$ cat config.mk
export PLATFORM = sky130hd
export DESIGN_NAME = bus_timeout_guard
export DESIGN_NICKNAME = d
export VERILOG_FILES = /design/src/rtl/bto_pkg.sv /design/src/rtl/bto_counter.sv /design/src/rtl/bto_tracker.sv /design/src/rtl/bto_flag.sv /design/src/rtl/bus_timeout_guard.sv
export SDC_FILE = /design/constraint.sdc
export NUM_CORES = 1
export LEC_CHECK = 0
export ABC_AREA = 1
export BUFFER_PORTS_ARGS = -buffer_cell sky130_fd_sc_hd__buf_2
export CAP_MARGIN = 0
export CORE_MARGIN = 5
export CORE_UTILIZATION = 60
export CTS_CLUSTER_SIZE = 10
export DETAILED_ROUTE_END_ITERATION = 16
export GPL_TIMING_DRIVEN = 0
export PLACE_DENSITY = 0.8
export REMOVE_ABC_BUFFERS = 1
export SYNTH_ARGS = -nofsm -noshare
export SYNTH_HDL_FRONTEND = slang
export SYNTH_HIERARCHICAL = 1
export SYNTH_SLANG_ARGS = --single-unit
$ cat constraint.sdc
create_clock -name clk -period 4.3 [get_ports clk]
set_input_delay 0 -clock clk [delete_from_list [all_inputs] [get_ports clk]]
set_output_delay 0 -clock clk [all_outputs]
set_load 0.02 [all_outputs]
$ cat src/rtl/bto_pkg.sv
package bto_pkg;

    typedef enum logic [0:0] {
        ST_IDLE = 1'b0,
        ST_WAIT = 1'b1
    } bto_state_e;

    typedef struct packed {
        logic cnt_clr;
        logic cnt_inc;
        logic fire;
    } bto_ctl_t;

    typedef struct packed {
        logic en;
        logic strobe;
        logic offboard;
        logic ack;
    } bto_evt_t;

    function automatic bto_state_e bto_next_state(
        input bto_state_e cur,
        input bto_evt_t   ev,
        input logic       at_limit
    );
        bto_state_e nxt;
        nxt = cur;
        if (ev.strobe) begin
            nxt = (ev.en && ev.offboard) ? ST_WAIT : ST_IDLE;
        end else if (cur == ST_WAIT) begin
            if (!ev.en || ev.ack || at_limit) begin
                nxt = ST_IDLE;
            end
        end
        return nxt;
    endfunction

    function automatic bto_ctl_t bto_decide(
        input bto_state_e cur,
        input bto_evt_t   ev,
        input logic       at_limit
    );
        bto_ctl_t c;
        c = '0;
        if (ev.strobe) begin
            c.cnt_clr = 1'b1;
        end else if (cur == ST_WAIT && ev.en && !ev.ack) begin
            if (at_limit) begin
                c.fire = 1'b1;
            end else begin
                c.cnt_inc = 1'b1;
            end
        end
        return c;
    endfunction

endpackage

$ cat src/rtl/bto_counter.sv
module bto_counter #(
    parameter int unsigned LIMIT = 98300
) (
    input  logic clk,
    input  logic rst,
    input  logic clr,
    input  logic inc,
    output logic at_limit
);
    localparam int unsigned CW = (LIMIT < 2) ? 1 : $clog2(LIMIT);
    localparam logic [CW-1:0] LAST = CW'(LIMIT - 1);

    logic [CW-1:0] cnt_q;

    always_ff @(posedge clk) begin
        if (rst || clr) begin
            cnt_q <= '0;
        end else if (inc && cnt_q != LAST) begin
            cnt_q <= cnt_q + 1'b1;
        end
    end

    assign at_limit = (cnt_q == LAST);
endmodule

$ cat src/rtl/bto_tracker.sv
module bto_tracker
    import bto_pkg::*;
(
    input  logic     clk,
    input  logic     rst,
    input  bto_evt_t ev,
    input  logic     at_limit,
    output logic     cnt_clr,
    output logic     cnt_inc,
    output logic     fire,
    output logic     force_q
);
    bto_state_e state_q;
    bto_ctl_t   ctl;

    always_comb begin
        ctl = bto_decide(state_q, ev, at_limit);
    end

    always_ff @(posedge clk) begin
        if (rst) begin
            state_q <= ST_IDLE;
            force_q <= 1'b0;
        end else begin
            state_q <= bto_next_state(state_q, ev, at_limit);
            force_q <= ctl.fire;
        end
    end

    assign cnt_clr = ctl.cnt_clr;
    assign cnt_inc = ctl.cnt_inc;
    assign fire    = ctl.fire;
endmodule

$ cat src/rtl/bto_flag.sv
module bto_flag (
    input  logic clk,
    input  logic rst,
    input  logic set,
    input  logic clr,
    output logic flag
);
    always_ff @(posedge clk) begin
        if (rst) begin
            flag <= 1'b0;
        end else if (set) begin
            flag <= 1'b1;
        end else if (clr) begin
            flag <= 1'b0;
        end
    end
endmodule

$ cat src/rtl/bus_timeout_guard.sv
module bus_timeout_guard
    import bto_pkg::*;
#(
    parameter int unsigned TIMEOUT_CYCLES = 98300
) (
    input  logic clk,
    input  logic rst,
    input  logic en,
    input  logic cyc_start,
    input  logic offboard,
    input  logic ack,
    input  logic flag_clr,
    output logic force_rdy,
    output logic tmo_flag
);
    bto_evt_t ev;
    logic     at_limit;
    logic     cnt_clr;
    logic     cnt_inc;
    logic     fire;

    assign ev = '{en: en, strobe: cyc_start, offboard: offboard, ack: ack};

    bto_counter #(.LIMIT(TIMEOUT_CYCLES)) u_cnt (
        .clk      (clk),
        .rst      (rst),
        .clr      (cnt_clr),
        .inc      (cnt_inc),
        .at_limit (at_limit)
    );

    bto_tracker u_trk (
        .clk      (clk),
        .rst      (rst),
        .ev       (ev),
        .at_limit (at_limit),
        .cnt_clr  (cnt_clr),
        .cnt_inc  (cnt_inc),
        .fire     (fire),
        .force_q  (force_rdy)
    );

    bto_flag u_flag (
        .clk  (clk),
        .rst  (rst),
        .set  (fire),
        .clr  (flag_clr),
        .flag (tmo_flag)
    );
endmodule

# Word-level counts from Yosys, hierarchy flattened
# Index checks and enable logic that the tools add are counted.
# Widths: inputs -> output; s select.
[totals] regBits=20 elab_cells=28
[op_classes] addsub=1 eq_ne=2 mux=11 n_reduce_logical=10
[op_table] operator="$add 17x1->17 const B" count=1
[op_table] operator="$eq 17x17->1 const B" count=1
[op_table] operator="$ne 17x17->1 const B" count=1
[op_table] operator="$mux 1" count=9
[op_table] operator="$logic_and 1x1->1" count=4
[op_table] operator="$mux 2" count=2
[op_table] operator="$logic_or 1x1->1" count=3
[op_table] operator="$logic_not 1->1" count=2
[op_table] operator="$reduce_bool 2->1" count=1

# Logic depth before layout (Yosys ltp)
# Gate-level depths: netlist of run 1.
[depth] ltp_word=6 depth_mapped=15 depth_no_buf=14

# Hierarchy
# The synthesis of run 1 kept the hierarchy.
[by_module_without_submodules] module="bto_counter" instances=1 cells_per_inst=136 area_per_inst_um2=924.6 seq_area_each_um2=340.3
[by_module_without_submodules] module="bto_tracker" instances=1 cells_per_inst=15 area_per_inst_um2=110.1 seq_area_each_um2=40.0
[by_module_without_submodules] module="bto_flag" instances=1 cells_per_inst=5 area_per_inst_um2=40.0 seq_area_each_um2=20.0

# Least setup slack after synthesis of run 1
# Ideal clock, no wire load.
[synth_path] kind="reg-to-reg" start="reg u_cnt.cnt_q[0]" end="reg u_cnt.cnt_q[7]" t_arrival_ps=1805 slack_ps=2376 stages_incl_launch_ff=14 path_buffers=1 cell_sequence="dfxtp_1 -> ha_1 -> nand4_1 -> nor4_1 -> nor2_1 -> nand2_2 -> inv_1 -> buf_4 -> inv_1 -> nor2_1 -> nand2_1 -> inv_2 -> o21ai_1 -> a21oi_1"
[synth_between] elab_chain_len=5 word_cells_on_any_way=7 cone_classes="1 x add/sub; 2 x eq/ne; 3 x mux; 1 x reduce/logical"
[synth_rtl] element="from (decl)" line_no="bto_counter.sv:13" source="logic [CW-1:0] cnt_q;"
[synth_rtl] element="from (signal assigned)" line_no="bto_counter.sv:19" source="cnt_q <= cnt_q + 1'b1;"
[synth_rtl] element="$eq 17x17->1" line_no="bto_counter.sv:23" source="assign at_limit = (cnt_q == LAST);"
[synth_rtl] element="net at_limit" line_no="bus_timeout_guard.sv:17" source="logic at_limit;"
[synth_rtl] element="$mux 1" line_no="bto_pkg.sv:48" source="if (at_limit) begin"
[synth_rtl] element="$mux 2" line_no="bto_pkg.sv:47" source="end else if (cur == ST_WAIT && ev.en && !ev.ack) begin"
[synth_rtl] element="$mux 2" line_no="bto_pkg.sv:45" source="if (ev.strobe) begin"
[synth_rtl] element="net cnt_inc" line_no="bus_timeout_guard.sv:19" source="logic cnt_inc;"
[synth_rtl] element="$logic_and 1x1->1" line_no="bto_counter.sv:18" source="end else if (inc && cnt_q != LAST) begin"
# The timed path passes the listed nets, and every way through them passes these cells.
# A chain may end at the register's enable or synchronous reset.

# Worst setup path in the final report of run 1
[layout_path] start="reg u_cnt.cnt_q[9]" end="reg u_cnt.cnt_q[11]"
# The elaborated chain is that of the path after synthesis.

==> out/results.ini, run 1 <==
[detailed_routing]
drtIter0Drc=22
drt-met1-wl_mm=1.02
drtPass1Iterations=4
ant_nets=0
vias=1017
routed-wl-met2_um=990
drcViolationCount=0
routed_wirelength_mm=2.13
top_layer_used=met4
wl_per_cell_um=10.8
wl_met3_um=66
viasPerCell=5.16

[clock_network]
tritoncts=done
cts_hold_buf=7
cts_made_buffers=3
h-tree-depth=1
clkLatencyLatePin_ps=300
clk_pin_slew_ps=110
cts_setup_buffers=0
cts-root-buf=clkbuf_4
cts_resized=0
cts.sinks=20
clock_path_buffers=2

[yosys]
syn_inst=156
ys_types=27
yosysSeqAreaShare_pct=37.3
ys_ff_latch=20
netlist_area_sq_um=1070
yosysWarningCount=6
synth.avg_cell_area_sq_um=6.89

[floorplan]
initial_core_util_pct=62.9
row_count=15
core_sq_um=1710
die_w_um=52.3
ios=9
dieArea_sq_um=2740
die_h_um=52.3

[sta]
min_period_ps=2290
skew_ps=0.680
setup_viol=0
grt_setup_unrepaired=no
slew_headroom_pct=32.5
hold_violations=0
setup_ws_ps=2010
finalSetupTns_ps=0
finalCritPeriodShare_pct=53.3
final-max-slew-violation-count=0
worst_slew_pin_slew_ps=1010
max_freq_mhz=436

[final_layout]
diodes=0
areaGrowthSynthToFinish_pct=14.7
nNetsFinal=182
drive_gt1_share_pct=15.1

[min_path]
min_path_type=primary input to flop

[pwr]
power_frac_seq_pct=59.8
power_frac_comb_pct=4.6
switching_share_pct=21.5
p_total_uw=311
p_switching_uw=66.6
p_leak_uw=0.000450
ir_drop_mv=0.163
p_int_uw=244
pwr-share-clk_pct=35.6
power.density_nw_per_um2=252

[worst_setup_path]
path_max_fanout=8
cp.required_ps=4550
setup.worst_path.end_class=flop
crit_arrival_ps=2540
crit_type=flop to flop
critPathLaunchType=flop

[global_route]
grt_start_max_net_pins=16
grt_remaining_overflow=0
antenna_found_initial=0
grt_pass1_vias=945
track_usage_pct=19.1
grt_pass1_wl_mm=3.94

[placement]
io_buffers=8
preCtsSetupSlack_ps=2150
dpl.hpwl_mm=1.45
gp_congestion=0.828

[outcome]
status=finished, final reports clean

[flow_run]
maxCapViolCount=0

worst max-delay path, cell delays in order, from the launching register on:
cell     delay, ps
dfxtp_1        380
nand2_1        100
nor2_2         250
nand2_1        120
nor4_1         310
nor2_1         120
nand2_2        110
inv_1          130
inv_1          140
nor2_1          80
nand2_1        170
inv_2           80
nand3_1         70
nand2_1         50
a21oi_1        130
cell usage after synthesis:
master | n | area (sq um)
ha_1 | 2 | 25.0
nand4_1 | 4 | 25.0
nor3_1 | 3 | 15.0
nand3_1 | 10 | 50.1
a31oi_1 | 1 | 6.26
nor2_1 | 23 | 86.3
o21ai_1 | 4 | 20.0
o21ai_0 | 2 | 10.0
nand4_2 | 1 | 12.5
nor2_4 | 2 | 22.5
nand2_2 | 2 | 12.5
a21oi_1 | 13 | 65.1
inv_2 | 1 | 3.75
nand3_2 | 1 | 10.0
xor2_1 | 1 | 8.76
dfxtp_1 | 20 | 400
buf_4 | 2 | 15.0
nor2_2 | 3 | 18.8
nand2_1 | 35 | 131
nor3b_1 | 1 | 7.51
nor4_1 | 1 | 6.26
a21oi_2 | 2 | 17.5
and3_1 | 1 | 6.26
buf_2 | 1 | 5.00
inv_1 | 18 | 67.6
nor3_2 | 1 | 10.0
nor3_4 | 1 | 16.3
sequential cells by signal, summed over array words and instances (netlist names):
name	cells
u_trk/state_q	1
u_flag/flag	1
u_cnt/cnt_q	17
u_trk/force_q	1
final cells by class:
cell class / instances / area, sq um
repair buffers: 15 / 110
flip-flops and latches: 20 / 400
fillers: 133 / 475
clock buffers: 4 / 36.3
well taps: 25 / 31.3
inverters: 19 / 71.3
multi-input cells: 114 / 583
per-stage QoR:
stage | utilization, % | cells | area (sq um) | hold WS [ps]
floorplan | - | 153 | 1050 | 62.4
global placement | 65.9 | 186 | 1130 | 221
detailed placement | 65.9 | 186 | 1130 | 226
CTS | 72.2 | 197 | 1230 | 208
global route | 72.2 | 197 | 1230 | 267
finish | 72.2 | 197 | 1230 | 227
kinds of logic after synthesis:
logic type | after synthesis | share of synthesized area [%]
adder cells (fa/ha/maj) | 2 | 2.33
flip-flops | 20 | 37.3
AO/OA/AOI/OAI | 22 | 11.1
buffers and inverters | 22 | 8.50
AND/OR/NAND/NOR | 89 | 40.0
XOR/XNOR | 1 | 0.815
placed cells by master, fill, tap and decap left out, types with 2 or more instances in the layout:
cell type,count
nor2_2,3
nand2_2,2
inv_1,18
buf_2,8
ha_1,2
nand4_1,4
nand2_1,35
clkbuf_4,3
nand3_1,10
nor2_1,23
nor2_4,2
a21oi_1,13
o21ai_1,4
a21oi_2,2
dlygate4sd3_1,7
nor3_1,3
dfxtp_1,20
o21ai_0,2
power groups by stage:
stage	registers, uW	clock network [uW]	logic, uW
3_3_place_gp	190	0	10.4
5_1_grt	186	120	16.2
4_1_cts	186	113	13.9
6_report	186	111	14.2
3_5_place_dp	190	0	10.9
2_1_floorplan	190	0	5.66
layer usage:
layer / vias to the layer above / track usage, %
met4: 0 / 8.94
li1: 538 / -
met3: 7 / 3.70
met1: 455 / 23.0
met5: - / 0
met2: 17 / 32.2
path summary, 6_finish.rpt:
path	end	startpoint	slack, ps	cells after the start
hold / removal	u_cnt/cnt_q[14]$_SDFFE_PP0P_	cyc_start	230	4
setup reg to reg	u_cnt/cnt_q[11]$_SDFFE_PP0P_	u_cnt/cnt_q[9]$_SDFFE_PP0P_	2010	14
hold reg to reg	u_cnt/cnt_q[9]$_SDFFE_PP0P_	u_cnt/cnt_q[9]$_SDFFE_PP0P_	490	2
setup / recovery	u_cnt/cnt_q[11]$_SDFFE_PP0P_	u_cnt/cnt_q[9]$_SDFFE_PP0P_	2010	14
(Power assumes the default switching activity.)
==> inputs of run 2 (changes only) <==
--- a/config.mk
+++ b/config.mk
@@ -9,11 +9,11 @@
 export BUFFER_PORTS_ARGS = -buffer_cell sky130_fd_sc_hd__buf_2
 export CAP_MARGIN = 0
 export CORE_MARGIN = 5
-export CORE_UTILIZATION = 60
+export CORE_UTILIZATION = 51
 export CTS_CLUSTER_SIZE = 10
 export DETAILED_ROUTE_END_ITERATION = 16
 export GPL_TIMING_DRIVEN = 0
-export PLACE_DENSITY = 0.8
+export PLACE_DENSITY = 0.72
 export REMOVE_ABC_BUFFERS = 1
 export SYNTH_ARGS = -nofsm -noshare
 export SYNTH_HDL_FRONTEND = slang
==> constraint.sdc (replaced) <==
create_clock -name clk -period 2.07 [get_ports clk]
set_input_delay 0 -clock clk [delete_from_list [all_inputs] [get_ports clk]]
set_output_delay 0 -clock clk [all_outputs]
set_load 0.02 [all_outputs]
==> run 2 against run 1 <==
Final cell count increased by 1.5%; highest routed layer unchanged; critical path type unchanged; combinational power increased by 100%; first-iteration DRC count decreased by 45%; largest cell class unchanged; sequential power increased by 110%.
==> out/results.ini, run 2 (synthesized netlist as in run 1, its figures left out) <==
[outcome]
status=finished, final reports clean

[detailed_routing]
viasPerCell=5.20
drtPass1Iterations=4
routed_wirelength_mm=2.31
wl_per_cell_um=11.5
ant_nets=0
drcViolationCount=0
vias=1040
drtIter0Drc=12

[placement]
dp.cells=188
io_buffers=8
dpl.hpwl_mm=1.57
gp_congestion=0.802

[global_route]
gr-usage-met3_pct=4.87
grt-busiest-layer=met2
grt_start_max_net_pins=16
track_usage_pct=16.8
grt_pass1_wl_mm=4.24
grt_remaining_overflow=0
grtUsageMet1_pct=19.7
antenna_found_initial=0
grt_pass1_vias=1001
use_met2_pct=28.7

[sta]
final-max-slew-violation-count=0
min_period_ps=1940
max_freq_mhz=514
worst_slew_pin_slew_ps=938
slew_headroom_pct=37.2
finalCritPeriodShare_pct=93.9
setup_viol=0
hold_violations=0
skew_ps=4.27

[final_layout]
diodes=0
areaGrowthSynthToFinish_pct=17.8
nNetsFinal=184
largest_reg_flops=17
multi_input_area_sq_um=602
final_common_cell=nand2_1
drive_gt1_share_pct=26.0
top_register=u_cnt/cnt_q
fillers=183
final_cell_mix=nand2_1, nor2_1, inv_1
fin_cells=200
seq_area_sq_um=417

[worst_setup_path]
critPathMaxStageDelay_ps=550
crit_type=flop to flop
path_max_fanout=6
slowest_stage=dlygate4sd3_1
cp_common_cell=nand2_2
setup.worst_path.end_class=flop
cp.required_ps=2260
r2r_slack_ps=130
critPathLaunchType=flop
crit_arrival_ps=2140
path_cells=nand2_2 -> nor2_4 -> nand2_1 -> nor4_2 -> nor2_1 -> nand2_2 -> a21oi_2 -> dlygate4sd3_1

[clock_network]
cts_made_buffers=3
clkLatencyLatePin_ps=290
clk_pin_slew_ps=100
tritoncts=done
cts-root-buf=clkbuf_4
cts.sinks=20
h-tree-depth=1
clock_path_buffers=2

[floorplan]
core_sq_um=1980
die_h_um=55.9
dieArea_sq_um=3130
die_w_um=55.9
row_count=16
initial_core_util_pct=54.2
ios=9

[min_path]
min_path_type=primary input to flop

[flow_run]
maxCapViolCount=0

[pwr]
p_leak_uw=0.000459
power.density_nw_per_um2=465
p_total_uw=589
ir_drop_mv=0.448

-- run 2: final timing paths --
path	from	endpoint	cells after the start
setup / recovery	u_cnt/cnt_q[6]$_SDFFE_PP0P_	u_trk/state_q$_SDFF_PP0_	8
hold / removal	cyc_start	u_trk/force_q$_SDFF_PP0_	4
setup reg to reg	u_cnt/cnt_q[6]$_SDFFE_PP0P_	u_trk/state_q$_SDFF_PP0_	8
hold reg to reg	u_cnt/cnt_q[7]$_SDFFE_PP0P_	u_cnt/cnt_q[7]$_SDFFE_PP0P_	1
-- run 2: final cells by class --
cell class	count	area share [%]
timing repair buffer	17	9.29
tap	27	2.67
multi-input combinational	114	47.5
clock buffer	3	1.78
inverter	19	5.83
sequential	20	32.9
-- run 2: per-layer routing --
layer | share of wire, % | vias to the layer above
li1 | - | 537
met1 | 47 | 480
met2 | 49 | 19
met3 | 2.7 | 4
met4 | 0.91 | 0
met5 | 0 | -
-- run 2: timing repair --
item,in CTS,in global routing
hold buffers,4,0
setup buffers,0,5
setup endpoints to repair,5,7
gates resized for setup,5,14
pin swaps,0,3
endpoints found under the hold margin,3,0
-- run 2: worst max-delay path, delay by kind of cell (launching register included) --
kind | cells | cell delay, ps
buffers and inverters | 1 | 550
flip-flops | 1 | 380
AO/OA/AOI/OAI | 1 | 60
AND/OR/NAND/NOR | 6 | 850
-- run 2: power breakdown --
group,leakage [uW],internal [uW],switching [uW],total [uW]
sequential,0.000166,382,0.267,383
combinational,0.000279,13.1,15.4,28.5
clock,0.0000138,67.8,110,178
-- run 2: through the flow --
step / util, % / cell area, sq um / hold WS, ps / worst slack (ps) / setup TNS, ps
3_5_place_dp: 56.9 / 1130 / 231 / -111 / -377
2_1_floorplan: - / 1050 / 62.4 / 196 / 0
3_3_place_gp: 56.9 / 1130 / 222 / -88.5 / -257
6_report: 63.9 / 1270 / 41.3 / 126 / 0
4_1_cts: 60.8 / 1200 / 9.87 / 36.7 / 0
5_1_grt: 63.9 / 1270 / 33.9 / -14.7 / -23.6
==> inputs of run 3 (changes only) <==
--- a/config.mk
+++ b/config.mk
@@ -5,7 +5,6 @@
 export SDC_FILE = /design/constraint.sdc
 export NUM_CORES = 1
 export LEC_CHECK = 0
-export ABC_AREA = 1
 export BUFFER_PORTS_ARGS = -buffer_cell sky130_fd_sc_hd__buf_2
 export CAP_MARGIN = 0
 export CORE_MARGIN = 5
@@ -13,7 +12,7 @@
 export CTS_CLUSTER_SIZE = 10
 export DETAILED_ROUTE_END_ITERATION = 16
 export GPL_TIMING_DRIVEN = 0
-export PLACE_DENSITY = 0.72
+export PLACE_DENSITY = 0.73
 export REMOVE_ABC_BUFFERS = 1
 export SYNTH_ARGS = -nofsm -noshare
 export SYNTH_HDL_FRONTEND = slang
==> run 3 against run 2 <==
The run now ends with setup timing left; clock power rose by 28%; routed wire length grew 5.0%; core utilization grew 2.1 points; final cell count fell by 19%; largest cell class unchanged.
==> out/results.ini, run 3 <==
[sta]
setup_viol=3
slew_headroom_pct=69.2
min_period_ps=2120
grt_setup_unrepaired=yes
worst_slew_pin_slew_ps=460
max_freq_mhz=471
whs_ps=21.3
final-max-slew-violation-count=0
finalCritPeriodShare_pct=103
finalSetupTns_ps=-104
setup_ws_ps=-55.0
hold_violations=0
skew_ps=1.76

[flow_run]
maxCapViolCount=0

[worst_setup_path]
cp_top_family=simple AND/OR/NAND/NOR gates
slowest_stage=or4_1
critPathLaunchType=flop
cp.buffers_inverters=0
path_cells=ha_4 -> and4_4 -> and3_4 -> and3_4 -> nor2_4 -> and4_4 -> nand3_4 -> or4_1 -> o21ai_1
crit_arrival_ps=2360
path_max_fanout=5
rr_startpoint=u_cnt/cnt_q[1]$_SDFFE_PP0P_
crit_type=flop to flop
critPathLaunch=u_cnt/cnt_q[1]$_SDFFE_PP0P_
cp.required_ps=2300
critPathMaxStageDelay_ps=410
setup.worst_path.end_class=flop

[placement]
io_buffers=8
dpl.hpwl_mm=1.43
dp.cells=146
gp_congestion=0.812

[pwr]
ir_drop_mv=0.369
power_frac_seq_pct=60.2
power.density_nw_per_um2=497
p_switching_uw=134
p_leak_uw=0.000460
switching_share_pct=21.0
power_frac_comb_pct=4.2
p_total_uw=637
pwr-share-clk_pct=35.6
p_int_uw=503

[clock_network]
tritoncts=done
clkLatencyLatePin_ps=300
clock_path_buffers=2
h-tree-depth=1
cts_made_buffers=3
clk_pin_slew_ps=110
cts.sinks=20
cts-root-buf=clkbuf_4

[final_layout]
largest_reg_flops=17
top_register=u_cnt/cnt_q
final_common_cell=dfxtp_1
diodes=0
drive_gt1_share_pct=32.6
areaGrowthSynthToFinish_pct=23.8
final_cell_mix=dfxtp_1, nor2_1, xor2_1, buf_4, buf_2
fin_cells=162
nNetsFinal=145
final_util_pct=66.0

[global_route]
track_usage_pct=17.9
grt_remaining_overflow=0
grt_pass1_vias=887
grt_start_max_net_pins=16
antenna_found_initial=0
grt_pass1_wl_mm=3.93

[floorplan]
initial_core_util_pct=53.3
die_h_um=55.0
row_count=16
dieArea_sq_um=3030
die_w_um=55.0
core_sq_um=1940
ios=9

[yosys]
ys_ff_latch=20
ys.flop_type=dfxtp_1
synth_top_cell_by_area=dfxtp_1
syn_inst=115
yosysTopAreaCellShare_pct=38.7
netlist_area_sq_um=1030
synth_top_cells_by_count=dfxtp_1, nor2_1, xor2_1
synthTopCellsByArea=dfxtp_1, xor2_1, nor2_1
synth.avg_cell_area_sq_um=9.00
ys_async_sr_fraction_pct=0
synth-edff-count=0
ys_types=37
yosysWarningCount=6
yosysMostFrequentCell=dfxtp_1
yosysSeqAreaShare_pct=38.7

[min_path]
min-delay-start=en
min_path_type=primary input to flop

[detailed_routing]
drcViolationCount=0
ant_nets=0
vias=962
drtPass1Iterations=4
routed_wirelength_mm=2.43
viasPerCell=5.94
wl_per_cell_um=15.0
drtIter0Drc=31

[outcome]
violations=setup timing
status=complete, but fails checks

[run 3: metal layers]
layer  vias to the layer above  part of all wire, %  GRT usage [%]
li1                        463                    -              -
met1                       452                   44           22.5
met2                        40                   48           28.5
met3                         7                  6.8           4.02
met4                         0                  1.7           9.31
met5                         -                    0              0
[run 3: cells by family after synthesis]
| kind of cell | after synthesis | share of synthesized area, % |
|---|---|---|
| xor gates and xnor gates | 9 | 7.62 |
| adders and majority gates | 2 | 2.42 |
| AOI/OAI and AO/OA | 18 | 11.9 |
| buffers and inverters | 8 | 3.99 |
| and+or+nand+nor | 58 | 35.4 |
| DFF | 20 | 38.7 |
[run 3: per-stage QoR]
step	setup WS [ps]	cell area, sq um
3_3_place_gp	-660	1080
6_report	-55.0	1280
5_1_grt	-108	1280
2_1_floorplan	-316	1010
4_1_cts	-20.2	1230
3_5_place_dp	-703	1080
[run 3: repair_timing]
action,in CTS,in global routing
hold endpoints to repair,3,0
gates resized for setup,16,11
setup buffers,6,3
hold buffers,3,0
setup endpoints to repair,15,16
pin swaps,4,1
[run 3: final timing paths]
path                                                      to  slack, ps  cells past startpoint
worst min register to register  u_cnt/cnt_q[11]$_SDFFE_PP0P_        490                      2
worst min-delay path                u_trk/state_q$_SDFF_PP0_         20                      3
worst max register to register  u_cnt/cnt_q[11]$_SDFFE_PP0P_        -50                      9
worst max-delay path            u_cnt/cnt_q[11]$_SDFFE_PP0P_        -50                      9
[run 3: power by group through the flow]
stage	Combinational (uW)	Sequential, uW	Clock (uW)
after detailed placement	20.6	395	0
final	26.7	383	227
after floorplan	9.01	395	0
after global placement	19.7	395	0
after CTS	26.0	385	236
after global routing	28.0	384	262
[run 3: tightest hold or removal path: cells and delay by family]
family          cells  cell delay, ps
compound gates      1              60
buf+inv             1             120
simple gates        1             110
[run 3: area by class of cell]
| cell class | count | area (sq um) |
|---|---|---|
| inverters | 4 | 15.0 |
| well taps | 27 | 33.8 |
| repair buffers | 20 | 138 |
| flip-flops and latches | 20 | 412 |
| multi-input cells | 87 | 647 |
| clock buffers | 4 | 36.3 |
| fillers | 162 | 661 |
